<file path="src/rtl/zu_pkg.sv">
package zu_pkg;

  typedef enum logic [1:0] {
    EW_8  = 2'd0,
    EW_16 = 2'd1,
    EW_32 = 2'd2,
    EW_64 = 2'd3
  } ew_e;

  function automatic logic [63:0] ew_mask(ew_e ew);
    case (ew)
      EW_8:    ew_mask = 64'h0000_0000_0000_00FF;
      EW_16:   ew_mask = 64'h0000_0000_0000_FFFF;
      EW_32:   ew_mask = 64'h0000_0000_FFFF_FFFF;
      default: ew_mask = 64'hFFFF_FFFF_FFFF_FFFF;
    endcase
  endfunction

endpackage

</file>
<file path="src/rtl/zu_seq.sv">
module zu_seq
  import zu_pkg::*;
#(
  parameter int unsigned REG_AW = 7,
  parameter int unsigned VLW    = 7,
  parameter int unsigned OW     = 9,
  parameter int unsigned TW     = 10
) (
  input  logic                   clk_i,
  input  logic                   rst_ni,
  input  logic                   start_i,
  input  logic                   unzip_i,
  input  logic [1:0]             nstreams_i,
  input  logic [2:0][REG_AW-1:0] base_i,
  input  logic [REG_AW-1:0]      vbase_i,
  input  logic [VLW-1:0]         vl_i,
  input  logic [1:0]             subvl_i,
  input  ew_e                    sew_i,
  input  ew_e                    dew_i,
  output logic                   busy_o,
  output logic                   last_o,
  output logic                   zero_o,
  output logic [1:0]             lane_o,
  output logic [OW-1:0]          off_o,
  output logic [TW-1:0]          pos_o,
  output logic                   unzip_o,
  output logic [2:0][REG_AW-1:0] base_o,
  output logic [REG_AW-1:0]      vbase_o,
  output ew_e                    sew_o,
  output ew_e                    dew_o
);

  logic                   busy_q, zero_q, unzip_q;
  logic [1:0]             ncode_q, scode_q;
  logic [VLW-1:0]         vl_q;
  logic [2:0][REG_AW-1:0] base_q;
  logic [REG_AW-1:0]      vbase_q;
  ew_e                    sew_q, dew_q;
  logic [1:0]             j_q, k_q;
  logic [VLW-1:0]         i_q;
  logic [OW-1:0]          grp_q;
  logic [TW-1:0]          pos_q;

  logic [1:0] ncode_d;
  logic       j_wrap, k_wrap, last;

  // leading nonzero bases decide how many streams really take part
  always_comb begin
    ncode_d = 2'd0;
    if (nstreams_i >= 2'd2 && base_i[1] != '0) begin
      ncode_d = 2'd1;
      if (nstreams_i == 2'd3 && base_i[2] != '0) ncode_d = 2'd2;
    end
  end

  assign j_wrap = (j_q == scode_q);
  assign k_wrap = (k_q == ncode_q);
  assign last   = j_wrap && k_wrap && (i_q == vl_q - VLW'(1));

  always_ff @(posedge clk_i or negedge rst_ni) begin
    if (!rst_ni) begin
      busy_q  <= 1'b0;
      zero_q  <= 1'b0;
      unzip_q <= 1'b0;
      ncode_q <= '0;
      scode_q <= '0;
      vl_q    <= '0;
      base_q  <= '0;
      vbase_q <= '0;
      sew_q   <= EW_8;
      dew_q   <= EW_8;
      j_q     <= '0;
      k_q     <= '0;
      i_q     <= '0;
      grp_q   <= '0;
      pos_q   <= '0;
    end else begin
      zero_q <= !busy_q && start_i && (vl_i == '0);
      if (busy_q) begin
        pos_q <= pos_q + TW'(1);
        if (!j_wrap) begin
          j_q <= j_q + 2'd1;
        end else begin
          j_q <= '0;
          if (!k_wrap) begin
            k_q <= k_q + 2'd1;
          end else begin
            k_q   <= '0;
            i_q   <= i_q + VLW'(1);
            grp_q <= grp_q + OW'(scode_q) + OW'(1);
          end
        end
        if (last) busy_q <= 1'b0;
      end else if (start_i && vl_i != '0) begin
        busy_q  <= 1'b1;
        unzip_q <= unzip_i;
        ncode_q <= ncode_d;
        scode_q <= subvl_i;
        vl_q    <= vl_i;
        base_q  <= base_i;
        vbase_q <= vbase_i;
        sew_q   <= sew_i;
        dew_q   <= dew_i;
        j_q     <= '0;
        k_q     <= '0;
        i_q     <= '0;
        grp_q   <= '0;
        pos_q   <= '0;
      end
    end
  end

  assign busy_o  = busy_q;
  assign last_o  = busy_q && last;
  assign zero_o  = zero_q;
  assign lane_o  = k_q;
  assign off_o   = grp_q + OW'(j_q);
  assign pos_o   = pos_q;
  assign unzip_o = unzip_q;
  assign base_o  = base_q;
  assign vbase_o = vbase_q;
  assign sew_o   = sew_q;
  assign dew_o   = dew_q;

  p_busy_holds_r8: assert property (@(posedge clk_i) disable iff (!rst_ni)
    (busy_q && !last) |=> busy_q);

  p_start_ignored_r10: assert property (@(posedge clk_i) disable iff (!rst_ni)
    (busy_q && start_i) |=> (ncode_q == $past(ncode_q) && vbase_q == $past(vbase_q)
                             && unzip_q == $past(unzip_q) && vl_q == $past(vl_q)));

endmodule

</file>
<file path="src/rtl/zu_addr.sv">
module zu_addr #(
  parameter int unsigned REG_AW = 7,
  parameter int unsigned OW     = 9,
  parameter int unsigned TW     = 10
) (
  input  logic                   unzip_i,
  input  logic [1:0]             lane_i,
  input  logic [OW-1:0]          off_i,
  input  logic [TW-1:0]          pos_i,
  input  logic [2:0][REG_AW-1:0] base_i,
  input  logic [REG_AW-1:0]      vbase_i,
  output logic [REG_AW-1:0]      src_idx_o,
  output logic [REG_AW-1:0]      dst_idx_o
);

  logic [REG_AW-1:0] lane_idx, vec_idx, lane_base;

  always_comb begin
    case (lane_i)
      2'd1:    lane_base = base_i[1];
      2'd2:    lane_base = base_i[2];
      default: lane_base = base_i[0];
    endcase
  end

  // indices wrap modulo the register count
  assign lane_idx = lane_base + REG_AW'(off_i);
  assign vec_idx  = vbase_i + REG_AW'(pos_i);

  assign src_idx_o = unzip_i ? vec_idx  : lane_idx;
  assign dst_idx_o = unzip_i ? lane_idx : vec_idx;

endmodule

</file>
<file path="src/rtl/zu_conv.sv">
module zu_conv
  import zu_pkg::*;
#(
  parameter int unsigned DATA_W = 64
) (
  input  logic [DATA_W-1:0] data_i,
  input  ew_e               sew_i,
  input  ew_e               dew_i,
  output logic [DATA_W-1:0] data_o
);

  logic [63:0] smask, dmask;

  assign smask  = ew_mask(sew_i);
  assign dmask  = ew_mask(dew_i);
  assign data_o = data_i & smask[DATA_W-1:0] & dmask[DATA_W-1:0];

endmodule

</file>
<file path="src/rtl/zu_interleave.sv">
module zu_interleave
  import zu_pkg::*;
#(
  parameter int unsigned DATA_W = 64,
  parameter int unsigned REG_AW = 7,
  parameter int unsigned MAX_VL = 64
) (
  input  logic                         clk_i,
  input  logic                         rst_ni,
  input  logic                         start_i,
  input  logic                         unzip_i,
  input  logic [1:0]                   nstreams_i,
  input  logic [REG_AW-1:0]            lane0_base_i,
  input  logic [REG_AW-1:0]            lane1_base_i,
  input  logic [REG_AW-1:0]            lane2_base_i,
  input  logic [REG_AW-1:0]            vec_base_i,
  input  logic [$clog2(MAX_VL+1)-1:0]  vl_i,
  input  logic [1:0]                   subvl_i,
  input  logic [1:0]                   src_ew_i,
  input  logic [1:0]                   dst_ew_i,
  output logic                         busy_o,
  output logic                         rd_vld_o,
  output logic [REG_AW-1:0]            rd_idx_o,
  input  logic [DATA_W-1:0]            rd_data_i,
  output logic                         wr_vld_o,
  output logic [REG_AW-1:0]            wr_idx_o,
  output logic [DATA_W-1:0]            wr_data_o,
  output logic                         done_o
);

  localparam int unsigned VLW = $clog2(MAX_VL + 1);
  localparam int unsigned OW  = $clog2(MAX_VL * 4 + 1);
  localparam int unsigned TW  = $clog2(MAX_VL * 12 + 1);

  logic                   busy, last, zero, unzip;
  logic [1:0]             lane;
  logic [OW-1:0]          off;
  logic [TW-1:0]          pos;
  logic [2:0][REG_AW-1:0] base;
  logic [REG_AW-1:0]      vbase, src_idx, dst_idx;
  ew_e                    sew, dew;
  logic [DATA_W-1:0]      conv_data;

  logic                   wr_vld_q, wr_last_q, wr_unzip_q, done_q;
  logic [REG_AW-1:0]      wr_idx_q;
  logic [DATA_W-1:0]      wr_data_q;
  ew_e                    wr_dew_q;

  zu_seq #(.REG_AW(REG_AW), .VLW(VLW), .OW(OW), .TW(TW)) u_seq (
    .clk_i      (clk_i),
    .rst_ni     (rst_ni),
    .start_i    (start_i),
    .unzip_i    (unzip_i),
    .nstreams_i (nstreams_i),
    .base_i     ({lane2_base_i, lane1_base_i, lane0_base_i}),
    .vbase_i    (vec_base_i),
    .vl_i       (vl_i),
    .subvl_i    (subvl_i),
    .sew_i      (ew_e'(src_ew_i)),
    .dew_i      (ew_e'(dst_ew_i)),
    .busy_o     (busy),
    .last_o     (last),
    .zero_o     (zero),
    .lane_o     (lane),
    .off_o      (off),
    .pos_o      (pos),
    .unzip_o    (unzip),
    .base_o     (base),
    .vbase_o    (vbase),
    .sew_o      (sew),
    .dew_o      (dew)
  );

  zu_addr #(.REG_AW(REG_AW), .OW(OW), .TW(TW)) u_addr (
    .unzip_i   (unzip),
    .lane_i    (lane),
    .off_i     (off),
    .pos_i     (pos),
    .base_i    (base),
    .vbase_i   (vbase),
    .src_idx_o (src_idx),
    .dst_idx_o (dst_idx)
  );

  zu_conv #(.DATA_W(DATA_W)) u_conv (
    .data_i (rd_data_i),
    .sew_i  (sew),
    .dew_i  (dew),
    .data_o (conv_data)
  );

  always_ff @(posedge clk_i or negedge rst_ni) begin
    if (!rst_ni) begin
      wr_vld_q   <= 1'b0;
      wr_last_q  <= 1'b0;
      wr_unzip_q <= 1'b0;
      wr_idx_q   <= '0;
      wr_data_q  <= '0;
      wr_dew_q   <= EW_8;
      done_q     <= 1'b0;
    end else begin
      wr_vld_q   <= busy;
      wr_last_q  <= last;
      wr_unzip_q <= unzip;
      wr_idx_q   <= dst_idx;
      wr_data_q  <= conv_data;
      wr_dew_q   <= dew;
      done_q     <= (wr_vld_q && wr_last_q) || zero;
    end
  end

  assign busy_o    = busy;
  assign rd_vld_o  = busy;
  assign rd_idx_o  = src_idx;
  assign wr_vld_o  = wr_vld_q;
  assign wr_idx_o  = wr_idx_q;
  assign wr_data_o = wr_data_q;
  assign done_o    = done_q;

  p_wr_follows_rd_r8: assert property (@(posedge clk_i) disable iff (!rst_ni)
    rd_vld_o |=> wr_vld_o);

  p_zip_dst_seq_r8: assert property (@(posedge clk_i) disable iff (!rst_ni)
    (wr_vld_q && $past(wr_vld_q) && !$past(wr_last_q) && !wr_unzip_q)
      |-> (wr_idx_q == $past(wr_idx_q) + REG_AW'(1)));

  p_dst_width_r7: assert property (@(posedge clk_i) disable iff (!rst_ni)
    wr_vld_q |-> ((wr_data_q & ~DATA_W'(ew_mask(wr_dew_q))) == '0));

  p_done_after_last_r9: assert property (@(posedge clk_i) disable iff (!rst_ni)
    (wr_vld_q && wr_last_q) |=> done_o);

endmodule

</file>
<file path="config.mk">
export PLATFORM = sky130hd
export DESIGN_NAME = zu_interleave
export DESIGN_NICKNAME = d
export VERILOG_FILES = /design/src/rtl/zu_pkg.sv /design/src/rtl/zu_seq.sv /design/src/rtl/zu_addr.sv /design/src/rtl/zu_conv.sv /design/src/rtl/zu_interleave.sv
export SDC_FILE = /design/constraint.sdc
export NUM_CORES = 1
export LEC_CHECK = 0
export BUFFER_PORTS_ARGS = -buffer_cell sky130_fd_sc_hd__buf_2
export CAP_MARGIN = 20
export CORE_AREA = 4 4 141 143
export CTS_BUF_LIST = sky130_fd_sc_hd__clkbuf_16
export CTS_CLUSTER_SIZE = 8
export DETAILED_ROUTE_END_ITERATION = 10
export DIE_AREA = 0 0 145 147
export PLACE_DENSITY_LB_ADDON = 0.2
export SETUP_SLACK_MARGIN = 0.02
export SLEW_MARGIN = 20
export SYNTH_ARGS = -nofsm -noshare
export SYNTH_HDL_FRONTEND = slang
export SYNTH_SLANG_ARGS = --single-unit
export TNS_END_PERCENT = 10
</file>
<file path="constraint.sdc">
create_clock -name clk_i -period 3.3 [get_ports clk_i]
set_input_delay 0.66 -clock clk_i [delete_from_list [all_inputs] [get_ports clk_i]]
set_output_delay 0.66 -clock clk_i [all_outputs]
set_load 0.01 [all_outputs]
</file>
; ---- Yosys cells after proc, flatten, opt, wreduce, memory -nomap -nowiden
; Index checks and enable logic that the tools add are counted.
; Widths: inputs -> output; s select.
[word_totals]
output_inout_bits = 82
elab_cells = 95
reg_bits = 150
input_bits = 111
[op_classes]
order_cmp = 1
eq_ne = 12
muxes = 26
bitwise = 3
n_addsub = 10
n_reduce_logical = 21
[op_table]
columns = operator, n
row1 = $pmux 64 s3, 2
row2 = $and 64x64->64, 2
row3 = $mux 7, 6
row4 = $mux 9, 4
row5 = $reduce_bool 7->1, 3
row6 = $mux 10, 2
row7 = $mux 2, 8
row8 = $add 7x7->7, 2
row9 = $pmux 7 s2, 1
row10 = $add 10x1->10 const B, 1
row11 = $add 9x1->9 const B, 1
row12 = $add 9x2->9, 1
row13 = $logic_and 1x1->1, 9
row14 = $eq 2x2->1 const B, 4
row15 = $add 7x1->7 const B, 1
row16 = $add 7x2->7, 1
row17 = $eq 7x7->1, 1
row18 = $logic_not 7->1, 1
row19 = $sub 7x1->7 const B, 1
row20 = $eq 2x1->1 const B, 3
row21 = $add 2x1->2 const B, 2
row22 = $eq 2x2->1, 2
row23 = $logic_not 2->1, 2
row24 = $ne 2x2->1 const B, 2
row25 = other kinds (8), 11

; ---- Logic depth before layout (Yosys ltp)
[depth]
ltp_word = 5
mapped_depth = 15
ltp_nobuf = 15

; ---- Cells and area by module
; Synthesis repeated with hierarchy kept, for this count alone.
[unflattened]
hier_cells = 686
area_unflattened_um2 = 7096.8
[modules_own_cells]
columns = module, instances, seq_area_each_um2, area_each_um2, cells_per_inst
row1 = zu_seq, 1, 1901.8, 3771.1, 406
row2 = zu_interleave, 1, 1851.8, 1866.8, 76
row3 = zu_addr, 1, 0.0, 969.7, 133
row4 = zu_conv, 1, 0.0, 489.2, 71

; ---- Worst setup path after synthesis
; Ideal clock, no wire load.
[synth_timing]
path_type = flip-flop to output port
startpoint = register u_seq.k_q[0], in the netlist u_seq.lane_o[0]
endpoint = output port rd_idx_o[5]
stages_incl_launch_ff = 15
path_buffers = 1
setup_slack_ns = -0.268
arrival_ns = 2.908
path_cell_list = dfrtp_1 inv_1 ha_1 clkbuf_1 nand2_1 o21ai_0 fa_1 ha_1 inv_1 fa_1 nor2b_1 o21a_1 or3_1 a31oi_1 o211ai_1
[synth_via]
elab_chain_cells = 4
elab_cells_between_ends = 5
[synth_lines]
columns = element, line_no
row1 = from (decl), zu_seq.sv:39  ; logic [1:0] j_q, k_q;
row2 = from (signal assigned), zu_seq.sv:86  ; k_q <= k_q + 2'd1;
row3 = $eq 2x2->1 / $eq 2x1->1 (equally long branches), zu_addr.sv:19  ; case (lane_i)
row4 = $pmux 7 s2 (*), zu_addr.sv:19
row5 = $add 7x7->7 (*), zu_addr.sv:27  ; assign lane_idx = lane_base + REG_AW'(off_i);
row6 = $mux 7 (*), zu_addr.sv:30  ; assign src_idx_o = unzip_i ? vec_idx : lane_idx;
row7 = to (decl), zu_interleave.sv:23  ; output logic [REG_AW-1:0] rd_idx_o,
; Every way passes the cells marked *; elsewhere a longest branch is shown, timed or not.

; ---- Final worst setup path
; Ends and elaborated chain as after synthesis.

==> impl_metrics.csv <==
group,metric,value,unit
status,outcome,"complete, but fails checks",
status,violations,"setup timing",
power,p_sw_share,38.95,%
synthesis,synth.top_cell.area_share,56.42,%
setup_path,arrival,3.24,ns
clocking,cts_hold_buffers,0,
synthesis,netlist_area,6431,um^2
clocking,cts_tree,"done",
synthesis,yosysMostFrequentCell,"dfrtp_1",
run,cap_violations,0,
timing,timing.final.crit_share,118.2,%
clocking,numClockSinks,145,
synthesis,ys_ff_latch,145,
setup_path,critPathRequiredTime,2.64,ns
clocking,cts_setup_buffers,0,
clocking,worstSkewPairLatency,0.42,ns
setup_path,critPathLaunch,"u_seq.lane_o[0]",
final_layout,drive_above_1_share,31.65,%
timing,relSlewSlack,42.16,%
drt,via_per_inst,4.688,
die,core_region_area,18580,um^2
grt,overflow,0,
place,pre_cts_ws,-0.1647,ns
setup_path,startpoint_type,"flop",
grt,antenna_found_initial,3,
timing,finalMaxSlewViolations,0,
die,pin_count,193,
synthesis,synth_common_cells,"145 x dfrtp_1, 141 x nand2_1, 42 x and2_1",
timing,fmax,0.2565,GHz
drt,via_count,5016,
final_layout,postLayoutCoreUtil,45.19,%
power,leakage,4.440,nW
power,ir_drop,0.4947,mV
synthesis,synth_nets,755,
place,port_buffers,192,
synthesis,synth_top_area_cell,"dfrtp_1",
synthesis,ys.flop_type,"dfrtp_1",
power,powerDensity,1003,nW/um^2
clocking,cts_root_buf,"clkbuf_16",
grt,grt_pass1_vias,5158,
synthesis,syn_inst,617,
drt,wl_per_cell,14.97,um
final_layout,finalNetCount,960,
clocking,clkSlewWorstSetupHoldPaths,0.06,ns
drt,drt_first_pass_iters,4,
timing,report.final.setup_viol,5,
timing,finalHoldViolations,0,
synthesis,async_reset_ff_share,100.0,%
drt,drt-initial-drc-count,283,
timing,fin_skew,0.006435,ns
power,switching_power,3.281,mW
power,p_int,5.143,mW
synthesis,avgSynthCellArea,10.42,um^2
timing,worst_slew_pin_slew,0.8676,ns
final_layout,area_growth,30.56,%
die,rows,50,
grt,grt_max_degree,73,
clocking,h-tree-depth,4,
grt,grt_pass1_wl,26.65,mm
die,start_util,34.61,%
drt,wl,16.02,mm
power,p_seq_share,34.2,%
clocking,clock_path_buffers,2,
synthesis,synth-seq-area-share,56.42,%
timing,rsz0062_at_grt,"true",
place,gp_congestion,0.7532,
synthesis,synthDistinctLibCells,56,
die,die_area,21320,um^2
power,p_clk_share,22.5,%
synthesis,synth_warnings,0,
grt,grt_usage,15.55,%
setup_path,crit_path_end_kind,"output pin",
place,place_hpwl,11.85,mm
synthesis,synth_area_leaders,"dfrtp_1 56%, nand2_1 8.2%, ha_1 4.3%, and2_1 4.1%, xor2_1 2.9%",
timing,fin_ws,-0.5993,ns
setup_path,timing.rr.start,"u_seq.lane_o[0]",
setup_path,critical_path_class,"reg -> out",
drt,drtAntennaViolNets,0,
die,die_x,145,um
drt,drc,0,
power,p_comb_share,43.3,%
synthesis,synth-edff-count,0,
setup_path,path_max_fanout,3,
worst_hold_path,hp-class,"in -> async",
clocking,cts_buffers,17,
timing,period_needed,3.899,ns
die,die_h,147,um
-- worst max-delay path, cell delays in order, from the launching register on --
cell      delay [ns]
dfrtp_1         0.42
inv_2           0.07
ha_4            0.17
a22oi_2         0.21
o21ai_2         0.08
fa_1            0.43
ha_2            0.19
inv_2           0.05
fa_2            0.19
nor2b_1         0.05
o21a_1          0.20
or3_4           0.35
a31oi_4         0.15
o211ai_1        0.10
buf_2           0.16
-- path summary, 6_finish.rpt --
path | endpoint | slack (ns) | cells past startpoint
worst max-delay path | rd_idx_o[5] | -0.60 | 14
worst min-delay path | u_seq.vl_q[0] | 0.26 | 1
worst max register to register | wr_idx_o[5] | 0.34 | 13
worst min register to register | done_o | 0.42 | 1
max in group asynchronous | wr_data_o[1] | 2.31 | 2
min in group clk_i | wr_data_o[4] | 0.35 | 1
-- flip-flops by register name (all words and copies together) (netlist names), 7 cells and up --
signal         count
u_seq.vl_q         7
wr_idx_o           7
u_seq.vbase_o      7
wr_data_o         64
u_seq.base_o      21
u_seq.grp_q        7
u_seq.pos_o        7
u_seq.i_q          7
-- power by group through the flow --
stage	logic, mW	registers, mW	clock network [mW]
global route	4.17	2.97	2.04
floorplan	2.43	2.78	0
finish	3.65	2.88	1.90
global placement	3.49	2.90	0
detailed placement	3.52	2.91	0
CTS	3.60	2.88	1.96
-- cells by family after synthesis --
| kind of cell | count (synthesis) | share of synthesized area, % |
|---|---|---|
| adder cells (fa/ha/maj) | 27 | 5.837 |
| buffers and inverters | 47 | 3.307 |
| multiplexers | 3 | 0.5058 |
| AND/OR/NAND/NOR | 278 | 21.15 |
| XOR/XNOR | 31 | 4.222 |
| flip-flops | 145 | 56.42 |
| AO/OA/AOI/OAI | 86 | 8.560 |
-- stage by stage --
step | total power, mW | hold slack (ns) | setup TNS [ns] | instances | instance area (um^2)
after floorplan | 5.205 | 0.3644 | -0.01423 | 617 | 6462
after global placement | 6.394 | 0.4163 | -0.1576 | 1037 | 7755
after detailed placement | 6.430 | 0.4161 | -0.1647 | 1037 | 7755
after CTS | 8.449 | 0.2888 | -1.644 | 1068 | 8358
after global routing | 9.181 | 0.3227 | -2.714 | 1070 | 8397
final | 8.423 | 0.2633 | -1.815 | 1070 | 8397
-- layout make-up --
type / count / area (um^2)
diodes: 2 / 5.005
repair buffers: 212 / 1142
multi-input cells: 425 / 2668
clock buffers: 17 / 425.4
well taps: 234 / 292.8
fillers: 1833 / 10180
clock inverters: 14 / 156.4
inverters: 21 / 78.83
flip-flops and latches: 145 / 3628
-- cell usage in the layout (no fill, tap or decap), types with 5 or more instances in the layout --
| master | n |
|---|---|
| inv_6 | 5 |
| nand4_1 | 8 |
| clkbuf_16 | 17 |
| nand3_1 | 13 |
| nor2_1 | 19 |
| nand2_1 | 140 |
| inv_1 | 18 |
| and3_1 | 22 |
| dfrtp_1 | 145 |
| xnor2_1 | 10 |
| xor2_1 | 20 |
| buf_2 | 191 |
| ha_1 | 19 |
| a21oi_1 | 13 |
| and2_1 | 42 |
| a22oi_1 | 6 |
| o21ai_0 | 27 |
| buf_4 | 18 |
-- what timing repair did --
action / 4_1_cts / 5_1_grt
pin swaps: 2 / 5
gates resized for setup: 8 / 6
setup endpoints to repair: 5 / 5
hold endpoints to repair: 0 / 0
cloned: 0 / 0
-- routing by layer --
layer	share of wire [%]	track usage [%]
met5	0.044	0
met4	2.7	6.603
met3	4.5	3.979
met2	49	25.33
met1	44	19.81
(Power assumes the default switching activity.)
